[src/rtl/twm_pkg.sv]
package twm_pkg;

  localparam logic [3:0] CODE_MEM  = 4'b1010;
  localparam logic [3:0] CODE_PROT = 4'b0110;

  typedef enum logic [1:0] {
    DRV_RELEASE = 2'd0,
    DRV_ACK     = 2'd1,
    DRV_TXBIT   = 2'd2
  } drv_sel_e;

  typedef struct packed {
    logic     rxShift;
    logic     ldPtr;
    logic     incPtr;
    logic     incPage;
    logic     ldTx;
    logic     txShift;
    logic     driveReq;
    drv_sel_e drvSel;
  } ctl_strobe_t;

  typedef struct packed {
    logic start;
    logic stop;
    logic rise;
    logic fall;
    logic sdaBit;
  } bus_evt_t;

endpackage

[src/rtl/twm_datapath.sv]
module twm_datapath
  import twm_pkg::*;
#(
  parameter int ADDR_W      = 8,
  parameter int PAGE_W      = 4,
  parameter int DATA_W      = 8,
  parameter int HOLD_CYC    = 3,
  parameter int SYNC_STAGES = 2
) (
  input  logic              clk,
  input  logic              rstN,
  input  logic              sclIn,
  input  logic              sdaIn,
  input  ctl_strobe_t       ctl,
  input  logic [DATA_W-1:0] memRdData,
  output bus_evt_t          evt,
  output logic [DATA_W-1:0] rxByte,
  output logic [ADDR_W-1:0] ptr,
  output logic              sdaPull
);

  logic [SYNC_STAGES-1:0] sclSync, sdaSync;
  logic sclS, sdaS, sclPrev, sdaPrev;

  always_ff @(posedge clk or negedge rstN) begin
    if (!rstN) begin
      sclSync <= '1;
      sdaSync <= '1;
      sclPrev <= 1'b1;
      sdaPrev <= 1'b1;
    end else begin
      sclSync <= {sclSync[SYNC_STAGES-2:0], sclIn};
      sdaSync <= {sdaSync[SYNC_STAGES-2:0], sdaIn};
      sclPrev <= sclS;
      sdaPrev <= sdaS;
    end
  end

  assign sclS = sclSync[SYNC_STAGES-1];
  assign sdaS = sdaSync[SYNC_STAGES-1];

  always_comb begin
    evt.rise   = sclS & ~sclPrev;
    evt.fall   = ~sclS & sclPrev;
    evt.start  = sclS & sclPrev & sdaPrev & ~sdaS;
    evt.stop   = sclS & sclPrev & ~sdaPrev & sdaS;
    evt.sdaBit = sdaS;
  end

  // receive shifter and address pointer
  always_ff @(posedge clk or negedge rstN) begin
    if (!rstN) begin
      rxByte <= '0;
      ptr    <= '0;
    end else begin
      if (ctl.rxShift) rxByte <= {rxByte[DATA_W-2:0], sdaS};
      if (ctl.ldPtr) begin
        ptr <= rxByte[ADDR_W-1:0];
      end else if (ctl.incPtr) begin
        ptr <= ptr + 1'b1;
      end else if (ctl.incPage) begin
        ptr[PAGE_W-1:0] <= ptr[PAGE_W-1:0] + 1'b1;
      end
    end
  end

  // transmit shifter
  logic [DATA_W-1:0] txReg, txNext;
  logic driveTarget;

  always_comb begin
    if (ctl.ldTx)         txNext = memRdData;
    else if (ctl.txShift) txNext = {txReg[DATA_W-2:0], 1'b1};
    else                  txNext = txReg;
    unique case (ctl.drvSel)
      DRV_ACK:   driveTarget = 1'b1;
      DRV_TXBIT: driveTarget = ~txNext[DATA_W-1];
      default:   driveTarget = 1'b0;
    endcase
  end

  always_ff @(posedge clk or negedge rstN) begin
    if (!rstN) txReg <= '1;
    else       txReg <= txNext;
  end

  // launch path: immediate or delayed by HOLD_CYC clocks
  generate
    if (HOLD_CYC == 0) begin : g_direct
      always_ff @(posedge clk or negedge rstN) begin
        if (!rstN)             sdaPull <= 1'b0;
        else if (ctl.driveReq) sdaPull <= driveTarget;
      end
    end else begin : g_hold
      localparam int HOLD_W = (HOLD_CYC < 2) ? 1 : $clog2(HOLD_CYC + 1);
      logic              pend, pendVal;
      logic [HOLD_W-1:0] holdCnt;
      always_ff @(posedge clk or negedge rstN) begin
        if (!rstN) begin
          pend    <= 1'b0;
          pendVal <= 1'b0;
          holdCnt <= '0;
          sdaPull <= 1'b0;
        end else if (ctl.driveReq) begin
          pend    <= 1'b1;
          pendVal <= driveTarget;
          holdCnt <= HOLD_W'(HOLD_CYC);
        end else if (pend) begin
          if (holdCnt == '0) begin
            sdaPull <= pendVal;
            pend    <= 1'b0;
          end else begin
            holdCnt <= holdCnt - 1'b1;
          end
        end
      end
    end
  endgenerate

  AST_PULL_ON_LOW: assert property (@(posedge clk) disable iff (!rstN)
    $rose(sdaPull) |-> !sclS) else $error("pull-down began with SCL high");
  AST_PAGE_STAYS: assert property (@(posedge clk) disable iff (!rstN)
    (ctl.incPage && !ctl.ldPtr && !ctl.incPtr) |=>
      ptr[ADDR_W-1:PAGE_W] == $past(ptr[ADDR_W-1:PAGE_W])) else $error("page bits moved");
  AST_READ_WRAP: assert property (@(posedge clk) disable iff (!rstN)
    (ctl.incPtr && !ctl.ldPtr && ptr == '1) |=> ptr == '0) else $error("pointer did not wrap");

endmodule

[src/rtl/twm_control.sv]
module twm_control
  import twm_pkg::*;
#(
  parameter int DATA_W = 8
) (
  input  logic              clk,
  input  logic              rstN,
  input  bus_evt_t          evt,
  input  logic [DATA_W-1:0] rxByte,
  input  logic [2:0]        chipSel,
  input  logic              wrBusy,
  input  logic              protectSet,
  output ctl_strobe_t       ctl,
  output logic              wrByteValid,
  output logic              wrProtect,
  output logic              commitReq
);

  typedef enum logic [2:0] {ST_IDLE, ST_CTRL, ST_ADDR, ST_WDATA, ST_RD} st_e;

  localparam logic [3:0] LAST_BIT = 4'(DATA_W);
  localparam logic [3:0] ACK_SLOT = 4'(DATA_W + 1);

  st_e        st, stN;
  logic [3:0] bitCnt, cntN;
  logic       mAck, mAckN, protSel, protN, hadData, hadN;
  logic       ackOk, codeMem, codeProt, csHit;

  assign codeMem  = rxByte[DATA_W-1 -: 4] == CODE_MEM;
  assign codeProt = rxByte[DATA_W-1 -: 4] == CODE_PROT;
  assign csHit    = rxByte[3:1] == chipSel;

  always_comb begin
    ctl         = '0;
    ctl.drvSel  = DRV_RELEASE;
    stN         = st;
    cntN        = bitCnt;
    mAckN       = mAck;
    protN       = protSel;
    hadN        = hadData;
    wrByteValid = 1'b0;
    commitReq   = 1'b0;
    ackOk       = 1'b0;
    if (evt.start) begin
      stN          = ST_CTRL;
      cntN         = '0;
      hadN         = 1'b0;
      ctl.driveReq = 1'b1;
    end else if (evt.stop) begin
      commitReq    = hadData;
      hadN         = 1'b0;
      stN          = ST_IDLE;
      ctl.driveReq = 1'b1;
    end else if (st == ST_RD) begin
      if (evt.rise) begin
        if (bitCnt == LAST_BIT) mAckN = ~evt.sdaBit;
        if (bitCnt < ACK_SLOT)  cntN  = bitCnt + 4'd1;
      end else if (evt.fall) begin
        if (bitCnt >= 4'd1 && bitCnt < LAST_BIT) begin
          ctl.txShift  = 1'b1;
          ctl.driveReq = 1'b1;
          ctl.drvSel   = DRV_TXBIT;
        end else if (bitCnt == LAST_BIT) begin
          ctl.driveReq = 1'b1;
        end else if (bitCnt == ACK_SLOT) begin
          if (mAck) begin
            ctl.ldTx     = 1'b1;
            ctl.incPtr   = 1'b1;
            ctl.driveReq = 1'b1;
            ctl.drvSel   = DRV_TXBIT;
            cntN         = '0;
          end else begin
            stN = ST_IDLE;
          end
        end
      end
    end else if (st != ST_IDLE) begin
      if (evt.rise && bitCnt < LAST_BIT) begin
        ctl.rxShift = 1'b1;
        cntN        = bitCnt + 4'd1;
      end else if (evt.fall && bitCnt == LAST_BIT) begin
        if (st == ST_CTRL)
          ackOk = !wrBusy && csHit && (codeMem || (codeProt && !rxByte[0] && !protectSet));
        else
          ackOk = !wrBusy;
        ctl.driveReq = 1'b1;
        if (ackOk) begin
          ctl.drvSel = DRV_ACK;
          cntN       = ACK_SLOT;
          unique case (st)
            ST_CTRL:  protN = codeProt;
            ST_ADDR:  ctl.ldPtr = !protSel;
            default: begin
              wrByteValid = 1'b1;
              ctl.incPage = !protSel;
              hadN        = 1'b1;
            end
          endcase
        end else begin
          stN = ST_IDLE;
        end
      end else if (evt.fall && bitCnt == ACK_SLOT) begin
        cntN         = '0;
        ctl.driveReq = 1'b1;
        if (st == ST_CTRL && rxByte[0]) begin
          stN        = ST_RD;
          ctl.ldTx   = 1'b1;
          ctl.incPtr = 1'b1;
          ctl.drvSel = DRV_TXBIT;
        end else if (st == ST_CTRL) begin
          stN = ST_ADDR;
        end else begin
          stN = ST_WDATA;
        end
      end
    end
  end

  always_ff @(posedge clk or negedge rstN) begin
    if (!rstN) begin
      st      <= ST_IDLE;
      bitCnt  <= '0;
      mAck    <= 1'b0;
      protSel <= 1'b0;
      hadData <= 1'b0;
    end else begin
      st      <= stN;
      bitCnt  <= cntN;
      mAck    <= mAckN;
      protSel <= protN;
      hadData <= hadN;
    end
  end

  assign wrProtect = protSel;

  AST_BUSY_NO_ACK: assert property (@(posedge clk) disable iff (!rstN)
    (ctl.driveReq && ctl.drvSel == DRV_ACK) |-> !wrBusy) else $error("ack while busy");
  AST_PROT_READ_REFUSED: assert property (@(posedge clk) disable iff (!rstN)
    (st == ST_CTRL && codeProt && rxByte[0]) |-> !(ctl.drvSel == DRV_ACK)) else $error("protect read acked");
  AST_COMMIT_PULSE: assert property (@(posedge clk) disable iff (!rstN)
    commitReq |=> !commitReq) else $error("commit longer than a cycle");
  AST_WRBYTE_NO_COMMIT: assert property (@(posedge clk) disable iff (!rstN)
    wrByteValid |-> !commitReq) else $error("byte and commit together");

endmodule

[src/rtl/twm_slave.sv]
module twm_slave
  import twm_pkg::*;
#(
  parameter int HOLD_CYC    = 3,
  parameter int SYNC_STAGES = 2
) (
  input  logic       clk,
  input  logic       rstN,
  input  logic       sclIn,
  input  logic       sdaIn,
  output logic       sdaPullEn,
  input  logic [2:0] chipSel,
  output logic [7:0] memRdAddr,
  input  logic [7:0] memRdData,
  input  logic       wrBusy,
  input  logic       protectSet,
  output logic       wrByteValid,
  output logic       wrProtect,
  output logic [7:0] wrByteAddr,
  output logic [7:0] wrByteData,
  output logic       commitReq
);

  localparam int ADDR_W = 8;
  localparam int DATA_W = 8;
  localparam int PAGE_W = 4;

  ctl_strobe_t       ctl;
  bus_evt_t          evt;
  logic [DATA_W-1:0] rxByte;
  logic [ADDR_W-1:0] ptr;

  twm_datapath #(
    .ADDR_W(ADDR_W), .PAGE_W(PAGE_W), .DATA_W(DATA_W),
    .HOLD_CYC(HOLD_CYC), .SYNC_STAGES(SYNC_STAGES)
  ) datapath_i (
    .clk(clk), .rstN(rstN), .sclIn(sclIn), .sdaIn(sdaIn), .ctl(ctl),
    .memRdData(memRdData), .evt(evt), .rxByte(rxByte), .ptr(ptr), .sdaPull(sdaPullEn)
  );

  twm_control #(.DATA_W(DATA_W)) control_i (
    .clk(clk), .rstN(rstN), .evt(evt), .rxByte(rxByte), .chipSel(chipSel),
    .wrBusy(wrBusy), .protectSet(protectSet), .ctl(ctl),
    .wrByteValid(wrByteValid), .wrProtect(wrProtect), .commitReq(commitReq)
  );

  assign memRdAddr  = ptr;
  assign wrByteAddr = ptr;
  assign wrByteData = rxByte;

endmodule

[config.mk]
export PLATFORM = sky130hd
export DESIGN_NAME = twm_slave
export DESIGN_NICKNAME = d
export VERILOG_FILES = /design/src/rtl/twm_pkg.sv /design/src/rtl/twm_datapath.sv /design/src/rtl/twm_control.sv /design/src/rtl/twm_slave.sv
export SDC_FILE = /design/constraint.sdc
export NUM_CORES = 1
export LEC_CHECK = 0
export BUFFER_PORTS_ARGS = -buffer_cell sky130_fd_sc_hd__buf_2
export CORE_MARGIN = 2
export CORE_UTILIZATION = 40
export CTS_BUF_LIST = sky130_fd_sc_hd__clkbuf_2 sky130_fd_sc_hd__clkbuf_4 sky130_fd_sc_hd__clkbuf_8
export CTS_CLUSTER_DIAMETER = 80
export DETAILED_ROUTE_END_ITERATION = 12
export PLACE_DENSITY_LB_ADDON = 0.25
export SYNTH_ARGS = -nofsm -noshare
export SYNTH_HDL_FRONTEND = slang
export SYNTH_SLANG_ARGS = --single-unit
[constraint.sdc]
create_clock -name clk -period 7.5 [get_ports clk]
set_clock_uncertainty 0.15 [all_clocks]
set_input_delay 2.25 -clock clk [delete_from_list [all_inputs] [get_ports clk]]
set_output_delay 2.25 -clock clk [all_outputs]
set_load 0.1 [all_outputs]
# Word level (Yosys, flattened, before mapping)
# Cells that the tools add are included.
dict set report word_totals {
  regBits 45
  latch_bits 0
  ramBits 0
  romBits 0
  input_bits 17
  output_inout_bits 28
  n_memories 0
}
dict set report classes {
  n_addsub 4
  mul 0
  div 0
  n_lt_le_gt_ge 3
  eq_ne 30
  shift 0
  mux 113
  n_bitwise 17
  reduce_logical 35
}
# operator count
set ops {}
lappend ops {{$mux W4} 19}
lappend ops {{$mux W3} 23}
lappend ops {{$mux W1} 54}
lappend ops {{$ne A4 B2 Y1 const B} 8}
lappend ops {{$mux W8} 3}
lappend ops {{$reduce_and A10 Y1} 2}
lappend ops {{$reduce_bool A3 Y1} 6}
lappend ops {{$mux W2} 8}
lappend ops {{$ne A4 B1 Y1 const B} 4}
lappend ops {{$mux W5} 3}
lappend ops {{$eq A4 B4 Y1 const B} 3}
lappend ops {{$mux W6} 2}
lappend ops {{$ne A5 B2 Y1 const B} 2}
lappend ops {{$not A1 Y1} 10}
lappend ops {{$reduce_bool A5 Y1} 2}
lappend ops {{$logic_and A1 B1 Y1} 9}
lappend ops {{$ne A3 B1 Y1 const B} 3}
lappend ops {{$add A4 B1 Y4 const B} 2}
lappend ops {{$add A8 B1 Y8 const B} 1}
lappend ops {{$lt A4 B4 Y1 const B} 2}
lappend ops {{$reduce_and A8 Y1} 1}
lappend ops {{$and A1 B1 Y1} 7}
lappend ops {{$reduce_and A6 Y1} 1}
lappend ops {{$reduce_bool A2 Y1} 3}
lappend ops {{other kinds (20)} 24}

# Depth between registers and ports, before layout
dict set report logic_depth {
  ltp_word 23
  ltp_mapped 11
}

# By module
# Synthesis repeated with hierarchy kept, for this count alone.
dict set report unflattened {
  cells_unflattened 262
  hier_area_um2 2591.2
}
# module n_inst cells_each area_each_um2
set by_module_without_submodules {}
lappend by_module_without_submodules {twm_datapath 1 137 1570.3}
lappend by_module_without_submodules {twm_control 1 117 960.9}
lappend by_module_without_submodules {twm_slave 1 8 60.1}

# Worst setup path after synthesis
# Ideal clock, no wire load.
dict set report synth_path {
  path_type {input -> output}
  start {input wrBusy}
  end {output wrByteValid}
  arrival_time_ps 4413
  required_time_ps 5100
  setup_slack_ps 687
  path_stages 3
  path_buffers 0
  cell_sequence {or3b_1 > or2_4 > a21oi_1}
}
dict set report synth_via {
  elab_chain_cells 17
}
# item line_no
set synth_rtl {}
lappend synth_rtl {{start, declared} twm_slave.sv:15} ;# input logic wrBusy,
lappend synth_rtl {{$logic_not A1 Y1 *} {twm_control.sv:83, twm_control.sv:85}}
lappend synth_rtl {{$logic_and A1 B1 Y1 (2 in a row)} twm_control.sv:83} ;# ackOk = !wrBusy && csHit && (codeMem || (codeProt && !rxByte[0] && !protectSet));
lappend synth_rtl {{$mux W1 *} twm_control.sv:82} ;# if (st == ST_CTRL)
lappend synth_rtl {{$mux W1 *} twm_control.sv:81} ;# end else if (evt.fall && bitCnt == LAST_BIT) begin
lappend synth_rtl {{$mux W1 *} twm_control.sv:78} ;# if (evt.rise && bitCnt < LAST_BIT) begin
lappend synth_rtl {{$mux W1 *} twm_control.sv:77} ;# end else if (st != ST_IDLE) begin
lappend synth_rtl {{$mux W1 *} twm_control.sv:54} ;# end else if (st == ST_RD) begin
lappend synth_rtl {{$mux W1 *} twm_control.sv:49} ;# end else if (evt.stop) begin
lappend synth_rtl {{$mux W1 *} twm_control.sv:44} ;# if (evt.start) begin
lappend synth_rtl {{$mux W1 *} twm_control.sv:87} ;# if (ackOk) begin
lappend synth_rtl {{$mux W1 *} twm_control.sv:81}
lappend synth_rtl {{$mux W1 *} twm_control.sv:78}
lappend synth_rtl {{$mux W1 *} twm_control.sv:77}
lappend synth_rtl {{$mux W1 *} twm_control.sv:54}
lappend synth_rtl {{$mux W1 *} twm_control.sv:49}
lappend synth_rtl {{$mux W1 *} twm_control.sv:44}
lappend synth_rtl {{end, declared} twm_slave.sv:17} ;# output logic wrByteValid,
# Every way passes the cells marked *; elsewhere a longest branch is shown, timed or not. The select of a mux whose other input is x is not followed.

# Worst setup path in the final report
# Same ends and word-level chain as after synthesis.

==> results.ini <==
[hold_path]
hold_start=datapath_i.sclSync[0]
min_path_cells=0
min_path_type=reg -> reg
holdPathEnd=datapath_i.sclSync[1]

[sta]
finalCritPeriodShare=0.807
fmax_mhz=165
setup-violations-final=0
rsz0062_at_grt=false
whs_ns=0.211
tightest_slew_ns=0.989
fin_tns_setup_ns=0
slew_viol_final=0
finalCriticalPeriod_ns=6.05
hold_viol_final=0
maxSlewHeadroom=0.340

[pwr]
p_per_area_nw_per_um2=339
p_leak_uw=0.00127
ir_drop_v=0.000252

[setup_path]
regToRegStartpoint=control_i.bitCnt[0]
end_kind=output port
start_kind=primary input
crit_family=simple AND/OR/NAND/NOR gates
reg2reg_slack_ns=4.75
crit_start=wrBusy
reg2reg_depth=10
crit_chain=buf_2, or3b_1, or2_4, a21oi_1, buf_2
cp_max_fo=5
crit_type=in -> out
worstPathRequired_ns=5.10
reg2reg_to=datapath_i.g_hold.pendVal
cp.arrival_ns=3.65
critical-path-max-stage-delay_ns=0.46
cp_slowest_cell=buf_2
cp_num_buf_inv=2
crit_top_cell=buf_2

[global_route]
grt_pass1_wl_um=9820
gr-max-usage-layer=met2
met1_usage=0.238
grt_pass1_vias=2012
grt_use_total=0.165
antenna_found_initial=0
met2_usage=0.257
use_met3=0.0295
gr-total-overflow=0
grt_max_degree=46

[yosys]
synthFlopType=dfrtp_1
synth-edff-count=0
synth.distinct_cells=74
syn_inst=260
syn_nets=285
syn_area_um2=2740
synthArstFlopShare=1.00
yosysTopAreaCellShare=0.283
ys_seq_elements=45
synth.area.top_cells=dfrtp_1 28%, dfstp_2 13%, nand2_1 4.1%
ys_seq_area_frac=0.418
avgSynthCellArea_um2=10.5
ys_warn_count=0
yosys.area.top_type=dfrtp_1

[floorplan]
start_util=0.407
num_rows=30
core_area_um2=6720
die_w_um=86.7
die_h_um=86.7
die_area_um2=7520
io_pins=45

[cells_and_area]
drive_gt1_frac=0.326
nets=322
final_common_cell=buf_2
multiInputGateArea_um2=1430
area_growth_pct=11.5
final_cell_mix=44 x buf_2, 31 x dfrtp_1, 30 x nand2_1
register_area_um2=1140
n_fill_cell=648
insertedDiodeCount=0

[clock_tree]
cts_setup_buffers=0
cts_made_buffers=5
cts_sinks=45
htreeDepth=2
root_buffer=clkbuf_8
clk_path_buf_depth=2
cts_resized=0
cts_hold_buffers=0
clk_pin_slew_ns=0.09
clk_latency_ns=0.31
cts_tree=done

[routing]
drc=0
ant_nets=0
drt_iter0_drc=180
wire_per_inst_um=15.3
drt_pass1_iterations=4
vias=2095
via_per_inst=5.54
routed_wl_um=5790

[place]
dp_hpwl_um=4310
port_buffers=44
finalWeightedCongestion=0.924

[flow_run]
cap_violations=0

[run_status]
outcome=completed

==> per-stage QoR <==
step / cell area (um2) / util / std cells / setup WS [ns] / total power [uW]
3_3_place_gp: 2950 / 0.439 / 370 / 1.49 / 870
6_report: 3050 / 0.454 / 378 / 1.45 / 1030
3_5_place_dp: 2950 / 0.439 / 370 / 1.45 / 875
4_1_cts: 3050 / 0.454 / 378 / 1.45 / 1040
5_1_grt: 3050 / 0.454 / 378 / 1.38 / 1090
2_1_floorplan: 2740 / - / 260 / 0.687 / 801
==> where the power goes <==
part           leakage, uW  internal (uW)  switching (uW)
clock network    0.0000478           75.9            88.8
registers         0.000518            291            68.9
logic             0.000706            123             386
total              0.00127            490             543
==> worst max-delay path by stage <==
stage / depth (start not counted) / slack (ns) / endpoint
detailed placement: 5 / 1.45 / wrByteValid
global placement: 5 / 1.49 / wrByteValid
global route: 5 / 1.38 / wrByteValid
finish: 5 / 1.45 / wrByteValid
floorplan: 3 / 0.69 / wrByteValid
CTS: 5 / 1.45 / wrByteValid
==> state kept, by name (all words and copies together) (netlist names), 2 cells and up <==
name	count
control_i.bitCnt	4
datapath_i.txReg	8
datapath_i.ptr	8
datapath_i.sclSync	2
datapath_i.rxByte	8
datapath_i.sdaSync	2
datapath_i.g_hold.holdCnt	2
control_i.st	3
==> layer usage <==
layer / wire, um / part of all wire
met5: 0 / 0
met4: 67 / 0.012
met3: 316 / 0.055
met2: 2640 / 0.46
met1: 2760 / 0.48
==> area by class of cell <==
cell class / count / share of cell area
multi-input cells: 186 / 0.469
clock buffers: 6 / 0.0271
flip-flops and latches: 45 / 0.375
clock inverters: 2 / 0.00533
repair buffers: 44 / 0.0722
inverters: 15 / 0.0185
well taps: 80 / 0.0328
==> cells by family after synthesis <==
| logic type | count (synthesis) | share of synthesized area |
|---|---|---|
| compound gates | 60 | 0.180 |
| flops | 45 | 0.418 |
| fa+ha+maj | 8 | 0.0366 |
| xor+xnor | 6 | 0.0192 |
| simple gates | 95 | 0.218 |
| mux | 17 | 0.0699 |
| buf+inv | 29 | 0.0590 |
==> synth_stat cells (all sizes together), types with 5 or more instances <==
library cell  instances
nand3                 8
dfstp                14
xnor2                 5
dfrtp                31
ha                    8
mux2                 14
inv                  15
nor3                  5
a22oi                 8
nor2                 10
o21ai                12
a21oi                 8
nand2                30
buf                  14
nand2b                6
Power figures use the tool's default switching activity.
